--- src/rtl/rcs_pkg.sv ---
package rcs_pkg;
  localparam int unsigned REG_W     = 32;
  localparam int unsigned FIELD_LO  = 27;
  localparam int unsigned FIELD_N   = REG_W - FIELD_LO;

  localparam int unsigned B_POWER     = 31;
  localparam int unsigned B_SW_COLD   = 30;
  localparam int unsigned B_SW_WARM   = 29;
  localparam int unsigned B_BTN_COLD  = 28;
  localparam int unsigned B_BTN_WARM  = 27;

  localparam logic [REG_W-1:0] POWER_ONLY = 32'h8000_0000;

  typedef enum logic {FK_CLEAR_ON_ONE, FK_SET_ON_ONE} field_kind_e;

  function automatic field_kind_e field_kind(int unsigned bitpos);
    return (bitpos == B_SW_COLD || bitpos == B_SW_WARM) ? FK_SET_ON_ONE
                                                        : FK_CLEAR_ON_ONE;
  endfunction
endpackage

--- src/rtl/rcs_decode.sv ---
module rcs_decode #(
  parameter int unsigned ADDR_W = 16,
  parameter logic [ADDR_W-1:0] WIN_BASE = 16'hF020
) (
  input  logic              bus_valid,
  input  logic              bus_write,
  input  logic [ADDR_W-1:0] bus_addr,
  input  logic              sys_reset_i,
  output logic              sel_upper,
  output logic              wr_fire
);
  localparam logic [ADDR_W-1:0] BASE = WIN_BASE;

  always_comb begin
    sel_upper = (bus_addr[ADDR_W-1:3] == BASE[ADDR_W-1:3]) &&
                (bus_addr[2:0] == 3'b100);
    wr_fire   = bus_valid && bus_write && sel_upper && !sys_reset_i;
  end
endmodule

--- src/rtl/rcs_epoch_counter.sv ---
module rcs_epoch_counter #(
  parameter int unsigned CNT_W = 2
) (
  input  logic clk,
  input  logic por_n,
  input  logic clear,
  input  logic inc,
  output logic is_zero
);
  localparam logic [CNT_W-1:0] CNT_MAX = {CNT_W{1'b1}};

  logic [CNT_W-1:0] cnt_q;

  always_ff @(posedge clk or negedge por_n) begin
    if (!por_n)                        cnt_q <= '0;
    else if (clear)                    cnt_q <= '0;
    else if (inc && cnt_q != CNT_MAX)  cnt_q <= cnt_q + 1'b1;
  end

  assign is_zero = (cnt_q == '0);

  assert_saturate_R8: assert property (@(posedge clk) disable iff (!por_n)
    (cnt_q == CNT_MAX && !clear) |=> (cnt_q == CNT_MAX));

  assert_clear_R5: assert property (@(posedge clk) disable iff (!por_n)
    clear |=> is_zero);
endmodule

--- src/rtl/rcs_cause_bits.sv ---
module rcs_cause_bits
  import rcs_pkg::*;
(
  input  logic               clk,
  input  logic               por_n,
  input  logic               load_first,
  input  logic               hold,
  input  logic               wr_en,
  input  logic [FIELD_N-1:0] wfield,
  input  logic [FIELD_N-1:0] strobe,
  output logic [REG_W-1:0]   reg_q
);
  logic [FIELD_N-1:0] fld_q;
  logic [FIELD_N-1:0] fld_nxt;

  for (genvar i = 0; i < FIELD_N; i++) begin : g_fld
    localparam int unsigned BPOS = FIELD_LO + i;
    if (field_kind(BPOS) == FK_SET_ON_ONE) begin : g_set
      assign fld_nxt[i] = fld_q[i] | (wr_en & wfield[i]);
    end else begin : g_clr
      assign fld_nxt[i] = (fld_q[i] & ~(wr_en & wfield[i])) | strobe[i];
    end

    always_ff @(posedge clk or negedge por_n) begin
      if (!por_n)          fld_q[i] <= 1'b0;
      else if (load_first) fld_q[i] <= POWER_ONLY[BPOS];
      else if (!hold)      fld_q[i] <= fld_nxt[i];
    end
  end

  assign reg_q = {fld_q, {FIELD_LO{1'b0}}};

  assert_first_load_R7: assert property (@(posedge clk) disable iff (!por_n)
    load_first |=> (reg_q == POWER_ONLY));

  assert_later_hold_R7: assert property (@(posedge clk) disable iff (!por_n)
    (hold && !load_first) |=> $stable(reg_q));

  assert_sticky_cold_R3: assert property (@(posedge clk) disable iff (!por_n)
    (!hold && reg_q[B_SW_COLD]) |=> reg_q[B_SW_COLD]);

  assert_sticky_warm_R3: assert property (@(posedge clk) disable iff (!por_n)
    (!hold && reg_q[B_SW_WARM]) |=> reg_q[B_SW_WARM]);

  assert_btn_set_R9: assert property (@(posedge clk) disable iff (!por_n)
    (!hold && strobe[B_BTN_COLD-FIELD_LO]) |=> reg_q[B_BTN_COLD]);
endmodule

--- src/rtl/rcs_req_pulse.sv ---
module rcs_req_pulse (
  input  logic clk,
  input  logic por_n,
  input  logic fire,
  output logic req_q
);
  always_ff @(posedge clk or negedge por_n) begin
    if (!por_n) req_q <= 1'b0;
    else        req_q <= fire;
  end
endmodule

--- src/rtl/rcs_reset_ctl.sv ---
module rcs_reset_ctl
  import rcs_pkg::*;
#(
  parameter int unsigned ADDR_W = 16,
  parameter logic [ADDR_W-1:0] WIN_BASE = 16'hF020,
  parameter int unsigned CNT_W = 2
) (
  input  logic              clk,
  input  logic              por_n,
  input  logic              sys_reset_i,
  input  logic              bus_valid,
  input  logic              bus_write,
  input  logic [ADDR_W-1:0] bus_addr,
  input  logic [REG_W-1:0]  bus_wdata,
  output logic [REG_W-1:0]  bus_rdata,
  input  logic              btn_cold_i,
  input  logic              btn_warm_i,
  output logic              sys_reset_req_o
);
  logic               sel_upper;
  logic               wr_fire;
  logic               cnt_zero;
  logic [REG_W-1:0]   reg_q;
  logic [FIELD_N-1:0] wfield;
  logic [FIELD_N-1:0] strobe;
  logic               req_fire;
  logic               cnt_clear;

  assign wfield = bus_wdata[REG_W-1:FIELD_LO];

  always_comb begin
    strobe = '0;
    strobe[B_BTN_COLD-FIELD_LO] = btn_cold_i;
    strobe[B_BTN_WARM-FIELD_LO] = btn_warm_i;
  end

  assign req_fire  = wr_fire && (bus_wdata[B_SW_COLD] || bus_wdata[B_SW_WARM]);
  assign cnt_clear = wr_fire && bus_wdata[B_SW_COLD];

  rcs_decode #(.ADDR_W(ADDR_W), .WIN_BASE(WIN_BASE)) u_decode (
    .bus_valid   (bus_valid),
    .bus_write   (bus_write),
    .bus_addr    (bus_addr),
    .sys_reset_i (sys_reset_i),
    .sel_upper   (sel_upper),
    .wr_fire     (wr_fire)
  );

  rcs_epoch_counter #(.CNT_W(CNT_W)) u_count (
    .clk     (clk),
    .por_n   (por_n),
    .clear   (cnt_clear),
    .inc     (sys_reset_i),
    .is_zero (cnt_zero)
  );

  rcs_cause_bits u_bits (
    .clk        (clk),
    .por_n      (por_n),
    .load_first (sys_reset_i && cnt_zero),
    .hold       (sys_reset_i),
    .wr_en      (wr_fire),
    .wfield     (wfield),
    .strobe     (strobe),
    .reg_q      (reg_q)
  );

  rcs_req_pulse u_req (
    .clk   (clk),
    .por_n (por_n),
    .fire  (req_fire),
    .req_q (sys_reset_req_o)
  );

  assign bus_rdata = sel_upper ? reg_q : '0;

  assert_req_source_R5: assert property (@(posedge clk) disable iff (!por_n)
    sys_reset_req_o |-> $past(bus_valid && bus_write && sel_upper && !sys_reset_i &&
                              (bus_wdata[B_SW_COLD] || bus_wdata[B_SW_WARM])));

  assert_no_req_after_reset_R10: assert property (@(posedge clk) disable iff (!por_n)
    sys_reset_i |=> !sys_reset_req_o);

  assert_lower_word_zero_R4: assert property (@(posedge clk) disable iff (!por_n)
    !bus_addr[2] |-> (bus_rdata == '0));

  assert_unused_zero_R1: assert property (@(posedge clk) disable iff (!por_n)
    bus_rdata[FIELD_LO-1:0] == '0);
endmodule

--- config.mk ---
export PLATFORM = sky130hd
export DESIGN_NAME = rcs_reset_ctl
export DESIGN_NICKNAME = d
export VERILOG_FILES = /design/src/rtl/rcs_pkg.sv /design/src/rtl/rcs_decode.sv /design/src/rtl/rcs_epoch_counter.sv /design/src/rtl/rcs_cause_bits.sv /design/src/rtl/rcs_req_pulse.sv /design/src/rtl/rcs_reset_ctl.sv
export SDC_FILE = /design/constraint.sdc
export NUM_CORES = 1
export LEC_CHECK = 0
export BUFFER_PORTS_ARGS = -buffer_cell sky130_fd_sc_hd__buf_4
export CAP_MARGIN = 20
export CORE_MARGIN = 1.5
export CORE_UTILIZATION = 33
export DETAILED_ROUTE_END_ITERATION = 6
export GPL_ROUTABILITY_DRIVEN = 0
export PLACE_DENSITY = 0.84
export SETUP_SLACK_MARGIN = 0.2
export SKIP_LAST_GASP = 1
export SLEW_MARGIN = 20
export SYNTH_ARGS = -nofsm -noshare
export SYNTH_HDL_FRONTEND = slang
export SYNTH_SLANG_ARGS = --single-unit
--- constraint.sdc ---
create_clock -name clk -period 3.9 [get_ports clk]
set_input_delay 1.17 -clock clk [delete_from_list [all_inputs] [get_ports clk]]
set_output_delay 1.17 -clock clk [all_outputs]
set_load 0.005 [all_outputs]
### Word level (Yosys, flattened, before mapping)

Cells that the tools add are included.

| cells by class | value |
|---|---|
| mux-type cells | 13 |
| add/subtract/negate cells | 1 |
| reduce and logical (&&, ||, !) cells | 12 |
| eq/ne operators | 4 |
| bitwise logic cells | 15 |

Operators with widths:

| cell | count |
|---|---|
| 32-bit 2-to-1 mux | 1 |
| 13-bit == test, second input constant | 1 |
| 1-bit 2-to-1 mux | 10 |
| 1-bit AND | 8 |
| 1-bit logical AND | 8 |
| 2-bit 2-to-1 mux | 2 |
| 1-bit OR | 4 |
| 3-bit == test, second input constant | 1 |
| 1-bit inverter | 3 |
| 2-bit by 1-bit adder with 2-bit output, second input constant | 1 |
| 2-bit zero test | 1 |
| 2-bit by 1-bit inequality test with 1-bit output, second input constant | 1 |
| 2-bit inequality test, second input constant | 1 |
| 2-bit nonzero test | 1 |
| 1-bit zero test | 1 |
| 1-bit logical OR | 1 |

| storage, ports and cells | value |
|---|---|
| bits in registers | 8 |
| input bits | 55 |

### Logic depth before layout (Yosys ltp)

Gate-level depths: netlist (run 1).

| logic depth | value |
|---|---|
| depth after elaboration | 10 |
| depth in mapped cells | 5 |

### Modules after synthesis

Synthesis (run 1) repeated with hierarchy kept, for this count alone.

| unflattened totals | value |
|---|---|
| cell total of the unflattened synthesis | 108 |
| area, all modules | 955.9 sq um |

Modules (own cells, without submodules):

| module | sequential area each (sq um) | times used | cells each | area an instance (sq um) |
|---|---|---|---|---|
| rcs_cause_bits | 125.1 | 1 | 48 | 435.4 |
| rcs_reset_ctl | 0.0 | 1 | 39 | 279.0 |
| rcs_epoch_counter | 50.0 | 1 | 12 | 140.1 |
| rcs_decode | 0.0 | 1 | 8 | 76.3 |
| rcs_req_pulse | 25.0 | 1 | 1 | 25.0 |

### Least setup slack after synthesis (run 1)

Ideal clock, no wire load.

| path | value |
|---|---|
| path type | input to output |
| from | input bus_addr[4] |
| to | output bus_rdata[27] |
| path buffers | 0 |
| slack | 0.526 ns |
| data arrival time | 2.204 ns |
| stages on the path | 3 |
| cell sequence | or4_4 nor4_4 and2_2 |

| on the way | value |
|---|---|
| word-level cells in the longest chain between the ends | 3 |

Ends and longest elaborated chain:

| element | RTL line | RTL |
|---|---|---|
| start: declaration | rcs_reset_ctl.sv:13 | `input logic [ADDR_W-1:0] bus_addr,` |
| 13-bit == test | rcs_decode.sv:15 | `sel_upper = (bus_addr[ADDR_W-1:3] == BASE[ADDR_W-1:3]) &&` |
| 1-bit logical AND | rcs_decode.sv:15 |  |
| 32-bit 2-to-1 mux | rcs_reset_ctl.sv:75 | `assign bus_rdata = sel_upper ? reg_q : '0;` |
| end: declaration | rcs_reset_ctl.sv:15 | `output logic [REG_W-1:0] bus_rdata,` |

Every way passes these cells.

### Worst setup path in the final report (run 1)

| path | value |
|---|---|
| from | input bus_addr[6] |
| to | output bus_rdata[30] |

The elaborated chain is that of the path after synthesis.

==> reports/metrics.cfg, run 1 <==
[run_status]
status = complete, no violations

[clock_network]
cts_tree = done
insertion_delay_ps = 250
clock-sinks = 8
cts.clk_slew.worst_paths_ps = 50
cts_buffers = 3
cts.root.buffer_cell = clkbuf_4
clockBufferDepth = 2
htreeDepth = 1

[synthesis]
synth_flop_cell = dfrtp_1
yosysSeqAreaShare_pct = 30.0
synth_edf_count = 0
netlist_instances = 70
ys_warn_count = 0
syn_area_um2 = 668
ys_async_sr_fraction_pct = 100
ys_ff_latch = 8
syn_avg_cell_area_um2 = 9.54
synth.distinct_cells = 22

[pwr]
internal_power_w = 0.000185
p_sw_w = 0.0000802
max-vdd-ir-drop_v = 0.000162
powerDensity_mw_per_mm2 = 303
p_comb_share_pct = 33.0
swShare_pct = 30.2
leakagePower_nw = 0.478
seqPwrFrac_pct = 44.0
power_frac_clock_pct = 23.0

[grt]
grtUsageMet1_pct = 10.8
grt_max_degree = 9
grt_pass1_wl_um = 1770
grt_use_met2_pct = 22.7
antenna_found_initial = 0
grt_use_total_pct = 11.5
global_route.usage.met3_pct = 4.53
grt_overflow = 0
busiest_layer = met2
grt_pass1_vias = 430

[cells_and_area]
post_route_cells_drive_above_1_share_pct = 42.5
layout_common_cells = 35 x buf_4, 27 x conb_1, 8 x dfrtp_1, 5 x a21oi_1
nets = 165
stdcell_count = 133
area.sequential_um2 = 200
fillCellCount = 204
final_common_cell = buf_4
syn_to_final_growth_pct = 31.3
multi_input_area_um2 = 347
diodes = 0

[timing]
rsz0062_at_grt = false
setup_viol = 0
fin_hold_ws_ps = 514
post-route-min-period_ps = 3650
fin_ws_ps = 252
final.setup_skew_ps = 6.03
hold_viol_final = 0
clock.fmax_mhz = 274
slew_violations = 0
tns_ps = 0
post-route-period-util_pct = 93.5

[critical_path]
crit_path_end_kind = output port
path_class = in -> out
worstPathRequired_ps = 2730
cp-start-kind = primary input
r2r_start = u_count.cnt_q[0]
startpoint = bus_addr[6]
path_max_fanout = 7
cp.arrival_ps = 2480
r2r_slack_ps = 2730

[drt]
num_vias = 533
remaining_drc_errors = 0
drtIter0Drc = 11
drtAntennaViolNets = 0
viasPerCell = 4.01
drt-total-wl_um = 1310
firstDrtPassIters = 4
wl_per_cell_um = 9.86

[floorplan]
die_y_um = 48.0
die-area_mm2 = 0.00230
start_util_pct = 34.4
rows = 16
io_pins = 88
die_w_um = 48.0
design.core.area_mm2 = 0.00194

[placed_design]
dp_cells = 128
portBuffers = 33
dp_slack_ps = 215
dp_hpwl_um = 1120

[hold_path]
min-delay-start = u_bits.reg_q[30]
holdCritPathClass = reg -> reg

[flow_run]
max_cap_viol_count = 0

==> Yosys cell counts (2+ instances only) <==
library cell | instances | area (µm²)
inv_1 | 3 | 11.3
dfrtp_1 | 8 | 200
buf_4 | 28 | 210
ha_1 | 2 | 25.0
and2_2 | 5 | 37.5
nand4_1 | 2 | 12.5
a32o_1 | 2 | 20.0
a22o_1 | 2 | 17.5
a21oi_1 | 5 | 25.0
==> per-layer routing <==
metal | part of all wire [%] | vias up
met1 | 33 | 242
met4 | 0 | 0
met3 | 8.5 | 0
li1 | - | 259
met5 | 0 | -
met2 | 59 | 32
==> critical path: stages <==
cell and delay [ps]:
buf_4 100, or4b_1 560, nor4_4 220, buf_4 180
and2_4 140, buf_4 100
==> cell families after synthesis <==
| logic type | Yosys count | share of synthesized area (%) |
|---|---|---|
| buffers and inverters | 31 | 33.1 |
| AND/OR/NAND/NOR | 17 | 20.8 |
| AO/OA/AOI/OAI | 10 | 10.5 |
| flip-flops | 8 | 30.0 |
| adder cells (fa/ha/maj) | 2 | 3.74 |
| XOR/XNOR | 1 | 1.31 |
| other | 1 | 0.561 |
==> power by group through the flow <==
stage / registers [W] / logic, W / clock network (W)
after floorplan: 0.000114 / 0.0000764 / 0
after global placement: 0.000115 / 0.0000846 / 0
after detailed placement: 0.000119 / 0.0000884 / 0
after CTS: 0.000117 / 0.0000891 / 0.0000626
after global routing: 0.000119 / 0.000104 / 0.0000671
final: 0.000117 / 0.0000877 / 0.0000610
==> area by class of cell <==
| class | count | area share (%) |
|---|---|---|
| Inverter | 3 | 1.28 |
| Sequential cell | 8 | 22.8 |
| Clock buffer | 3 | 2.57 |
| Timing Repair Buffer | 35 | 30.0 |
| Tap cell | 27 | 3.85 |
| Multi-Input combinational cell | 57 | 39.5 |
==> per-stage QoR <==
stage	instance area (µm²)	util (%)	total power, W
floorplan	766	-	0.000191
global placement	837	43.1	0.000200
detailed placement	837	43.1	0.000207
CTS	860	44.3	0.000269
global route	877	45.2	0.000290
finish	877	45.2	0.000266
==> worst paths after layout <==
check / to / depth (start not counted)
setup / recovery: bus_rdata[30] / 6
hold / removal: u_bits.reg_q[30] / 1
setup reg to reg: u_count.cnt_q[1] / 5
hold reg to reg: u_bits.reg_q[30] / 1
max in group asynchronous: u_bits.reg_q[30] / 1
min in group asynchronous: u_bits.reg_q[28] / 1
==> state kept, by name (all words and copies together), names as in the netlist <==
| name | flops |
|---|---|
| u_req.req_q | 1 |
| u_bits.reg_q | 5 |
| u_count.cnt_q | 2 |
==> repair_timing <==
item                                    CTS  global route
resized for setup                         0             2
buffers inserted                          0             2
hold buffers                              0             0
endpoints found under the setup margin    0             5
Note: power is estimated with default switching activity, not from simulation.
==> run 2, diff against run 1 <==
==> constraint.sdc (replaced) <==
create_clock -name clk -period 3.9 [get_ports clk]
set_input_delay 1.17 -clock clk [delete_from_list [all_inputs] [get_ports clk]]
set_output_delay 1.17 -clock clk [all_outputs]
set_load 0.1 [all_outputs]
==> run 2 against run 1 <==
  * Register-to-register slack is essentially flat
  * Clock power is essentially flat
  * Count of clock-buffer cells in the layout is the same
  * Largest cell class unchanged
==> reports/metrics.cfg, run 2 (same netlist as run 1, synthesis figures left out) <==
[run_status]
status = complete, no violations

[critical_path]
cpPeakStageDelay_ps = 530
reg2reg_depth = 5
crit_path_end_kind = output port
path_max_fanout = 7
path_cells = buf_6, or4_4, nor4_4, buf_4, and2_4, buf_12
slowest_stage = or4_4
path_class = in -> out
cp-start-kind = primary input
path_delay_family = simple AND/OR/NAND/NOR gates
worst-path-stages = 6
cp.arrival_ps = 2520
path_buf_inv = 3
worstPathRequired_ps = 2730

[drt]
viasPerCell = 3.99
drt-total-wl_um = 1410
wl_per_cell_um = 10.6
firstDrtPassIters = 3
drtAntennaViolNets = 0
drtIter0Drc = 16
num_vias = 531
remaining_drc_errors = 0

[placed_design]
portBuffers = 33
dp_hpwl_um = 1120
placed_area_um2 = 837

[floorplan]
design.core.area_mm2 = 0.00194
die_y_um = 48.0
rows = 16
die-area_mm2 = 0.00230
die_w_um = 48.0
start_util_pct = 34.4
io_pins = 88

[clock_network]
cts_hold_buf = 0
cts.root.buffer_cell = clkbuf_4
htreeDepth = 1
cts.clk_slew.worst_paths_ps = 50
clockBufferDepth = 2
cts_tree = done
cts_buffers = 3
insertion_delay_ps = 250
clock-sinks = 8

[pwr]
max-vdd-ir-drop_v = 0.000182
finalPower_w = 0.000375
powerDensity_mw_per_mm2 = 394
leakagePower_nw = 0.496

[grt]
grt_pass1_wl_um = 1800
grt_use_total_pct = 11.8
grt_overflow = 0
grt_max_degree = 9
antenna_found_initial = 0
grt_pass1_vias = 442

[hold_path]
whs_path_depth = 1
holdCritPathClass = reg -> reg

[timing]
rsz0062_at_grt = true
post-route-period-util_pct = 94.6
setup_viol = 0
tns_ps = 0
final.setup_skew_ps = 6.24
clock.fmax_mhz = 271
post-route-min-period_ps = 3690
slew_violations = 0
hold_viol_final = 0

[cells_and_area]
final_area_um2 = 951
final_common_cell = buf_4
multi_input_area_um2 = 354
largest_reg_flops = 5
post_route_cells_drive_above_1_share_pct = 43.4
syn_to_final_growth_pct = 42.3
diodes = 0
nets = 165
layout_common_cells = 29 x buf_4, 27 x conb_1, 8 x dfrtp_1
fillCellCount = 181
area.sequential_um2 = 200

[flow_run]
max_cap_viol_count = 0

==> run 2: cell counts in the layout (fill, tap and decap cells not counted) <==
Identical to the previous run, type by type.
==> run 2: where the power goes <==
group          total (W)  switching (W)  internal [W]
logic           0.000195       0.000148     0.0000470
registers       0.000118      0.0000145      0.000104
clock network  0.0000613      0.0000262     0.0000351
total           0.000375       0.000189      0.000186
==> run 2: what timing repair did <==
action | in CTS | in global routing
buffers inserted | 2 | 0
pin swaps | 1 | 7
endpoints found under the hold margin | 0 | 0
endpoints found under the setup margin | 5 | 5
resized for setup | 17 | 5
==> run 2: worst paths after layout <==
check / to / slack, ps / startpoint
setup / recovery: bus_rdata[29] / 210 / bus_addr[9]
hold / removal: u_bits.reg_q[30] / 520 / u_bits.reg_q[30]
setup reg to reg: u_count.cnt_q[1] / 2730 / u_count.cnt_q[0]
hold reg to reg: u_bits.reg_q[30] / 520 / u_bits.reg_q[30]
max in group asynchronous: u_bits.reg_q[30] / 3050 / por_n
min in group asynchronous: u_bits.reg_q[28] / 720 / por_n
==> run 2: final cells by class <==
cell class                      instances  area share [%]
Clock buffer                            3            2.37
Inverter                                3            1.18
Multi-Input combinational cell         57            37.2
Sequential cell                         8            21.1
Tap cell                               27            3.55
Timing Repair Buffer                   35            34.6
==> run 2: routing by layer <==
metal  vias to the layer above  global-route usage, %  routed length [µm]
li1                        257                      -                   -
met1                       242                   10.3                 462
met2                        32                   24.0                 836
met3                         0                   4.53                 105
met4                         0                   3.24                   0
met5                         -                      0                   0
==> run 2: per-stage QoR <==
step | setup WS [ps] | util, % | cells | hold WS (ps)
after global routing | 168 | 49.0 | 133 | 539
final | 211 | 49.0 | 133 | 516
after floorplan | 194 | - | 96 | 458
after global placement | 60.0 | 43.1 | 128 | 479
after detailed placement | 33.4 | 43.1 | 128 | 478
after CTS | 196 | 48.5 | 133 | 497
==> run 3, diff against run 2 <==
==> constraint.sdc (replaced) <==
create_clock -name clk -period 4.7 [get_ports clk]
set_input_delay 1.41 -clock clk [delete_from_list [all_inputs] [get_ports clk]]
set_output_delay 1.41 -clock clk [all_outputs]
set_load 0.1 [all_outputs]
==> run 3 against run 2 <==
  * Non-clock buffer count shrank 2
  * Sequential share of layout area grew 2.2 points
  * Hold slack lost 20 ps
  * Die area is the same
  * Critical path type unchanged
==> reports/metrics.cfg, run 3 (same netlist as run 1, synthesis figures left out) <==
[run_status]
status = complete, no violations

[clock_network]
cts_resized = 0
cts_tree = done
insertion_delay_ps = 250
postCtsSetupBuffers = 0
cts.clk_slew.worst_paths_ps = 50
cts.root.buffer_cell = clkbuf_4
clockBufferDepth = 2
clock-sinks = 8
htreeDepth = 1
cts_buffers = 3
cts_hold_buf = 0

[cells_and_area]
fillCellCount = 203
area.sequential_um2 = 200
post_route_cells_drive_above_1_share_pct = 41.3
diodes = 0
syn_to_final_growth_pct = 28.7
layout_common_cells = 33 x buf_4, 27 x conb_1, 8 x dfrtp_1, 5 x and2_2, 5 x a21oi_1
multi_input_area_um2 = 344
final_common_cell = buf_4
largest_reg_flops = 5
nets = 163

[pwr]
max-vdd-ir-drop_v = 0.000154
powerDensity_mw_per_mm2 = 360
leakagePower_nw = 0.466

[placed_design]
dp_slack_ps = 353
dp_hpwl_um = 1120
portBuffers = 33

[floorplan]
design.core.area_mm2 = 0.00194
die_w_um = 48.0
die-area_mm2 = 0.00230
start_util_pct = 34.4
rows = 16
io_pins = 88
die_y_um = 48.0

[timing]
fin_ws_ps = 367
final.setup_skew_ps = 6.20
setup_viol = 0
tns_ps = 0
post-route-min-period_ps = 4330
post-route-period-util_pct = 92.2
clock.fmax_mhz = 231
hold_viol_final = 0
rsz0062_at_grt = false
slew_violations = 0

[grt]
grt_pass1_vias = 430
antenna_found_initial = 0
grt_pass1_wl_um = 1770
grt_max_degree = 9
grt_use_total_pct = 11.5
grt_overflow = 0

[critical_path]
cpPeakStageDelay_ps = 530
path_cells = buf_4, or4_4, nor4_4, and2_2, buf_4
cp-start-kind = primary input
reg2reg_depth = 5
path_max_fanout = 8
path_class = in -> out
crit_path_end_kind = output port
worstPathRequired_ps = 3290
slowest_stage = or4_4
cp.arrival_ps = 2920
crit_path_frequent_cell = buf_4

[flow_run]
max_cap_viol_count = 0

[hold_path]
whs_path_depth = 1
holdCritPathClass = reg -> reg

[drt]
drt-total-wl_um = 1300
num_vias = 518
remaining_drc_errors = 0
firstDrtPassIters = 4
drtIter0Drc = 11
drtAntennaViolNets = 0
wl_per_cell_um = 9.92
viasPerCell = 3.95

==> run 3: final timing paths <==
check	start	endpoint	slack, ps
setup / recovery	bus_addr[4]	bus_rdata[30]	370
hold / removal	u_bits.reg_q[30]	u_bits.reg_q[30]	500
setup reg to reg	u_count.cnt_q[0]	u_count.cnt_q[1]	3530
hold reg to reg	u_bits.reg_q[30]	u_bits.reg_q[30]	500
max in group asynchronous	por_n	u_bits.reg_q[30]	3610
min in group asynchronous	por_n	u_bits.reg_q[28]	960
==> run 3: per-layer routing <==
metal	GRT usage, %	vias up	share of wire, %
met2	22.7	32	57
li1	-	253	-
met1	10.8	233	35
met4	3.24	0	0
met5	0	-	0
met3	4.53	0	8.5
==> run 3: through the flow <==
step                      area, µm²  std cells  hold slack (ps)  power (W)  utilization (%)
final                           860        131              496   0.000309             44.3
after global placement          837        128              479   0.000254             43.1
after floorplan                 766         96              458   0.000248                -
after detailed placement        837        128              478   0.000260             43.1
after global routing            860        131              519   0.000329             44.3
after CTS                       860        131              497   0.000312             44.3
==> run 3: layout make-up <==
class / instances / share of cell area, %
Clock buffer: 3 / 2.62
Inverter: 3 / 1.31
Multi-Input combinational cell: 57 / 40.0
Sequential cell: 8 / 23.3
Tap cell: 27 / 3.93
Timing Repair Buffer: 33 / 28.8
==> run 3: power breakdown <==
part / switching [W] / internal [W] / total, W
Combinational: 0.000123 / 0.0000386 / 0.000161
Sequential: 0.0000110 / 0.0000861 / 0.0000971
Clock: 0.0000217 / 0.0000291 / 0.0000508
==> run 3: worst max-delay path, delay by kind of cell <==
family	cells	cell delay [ps]
buffers and inverters	2	390
AND/OR/NAND/NOR	3	1110
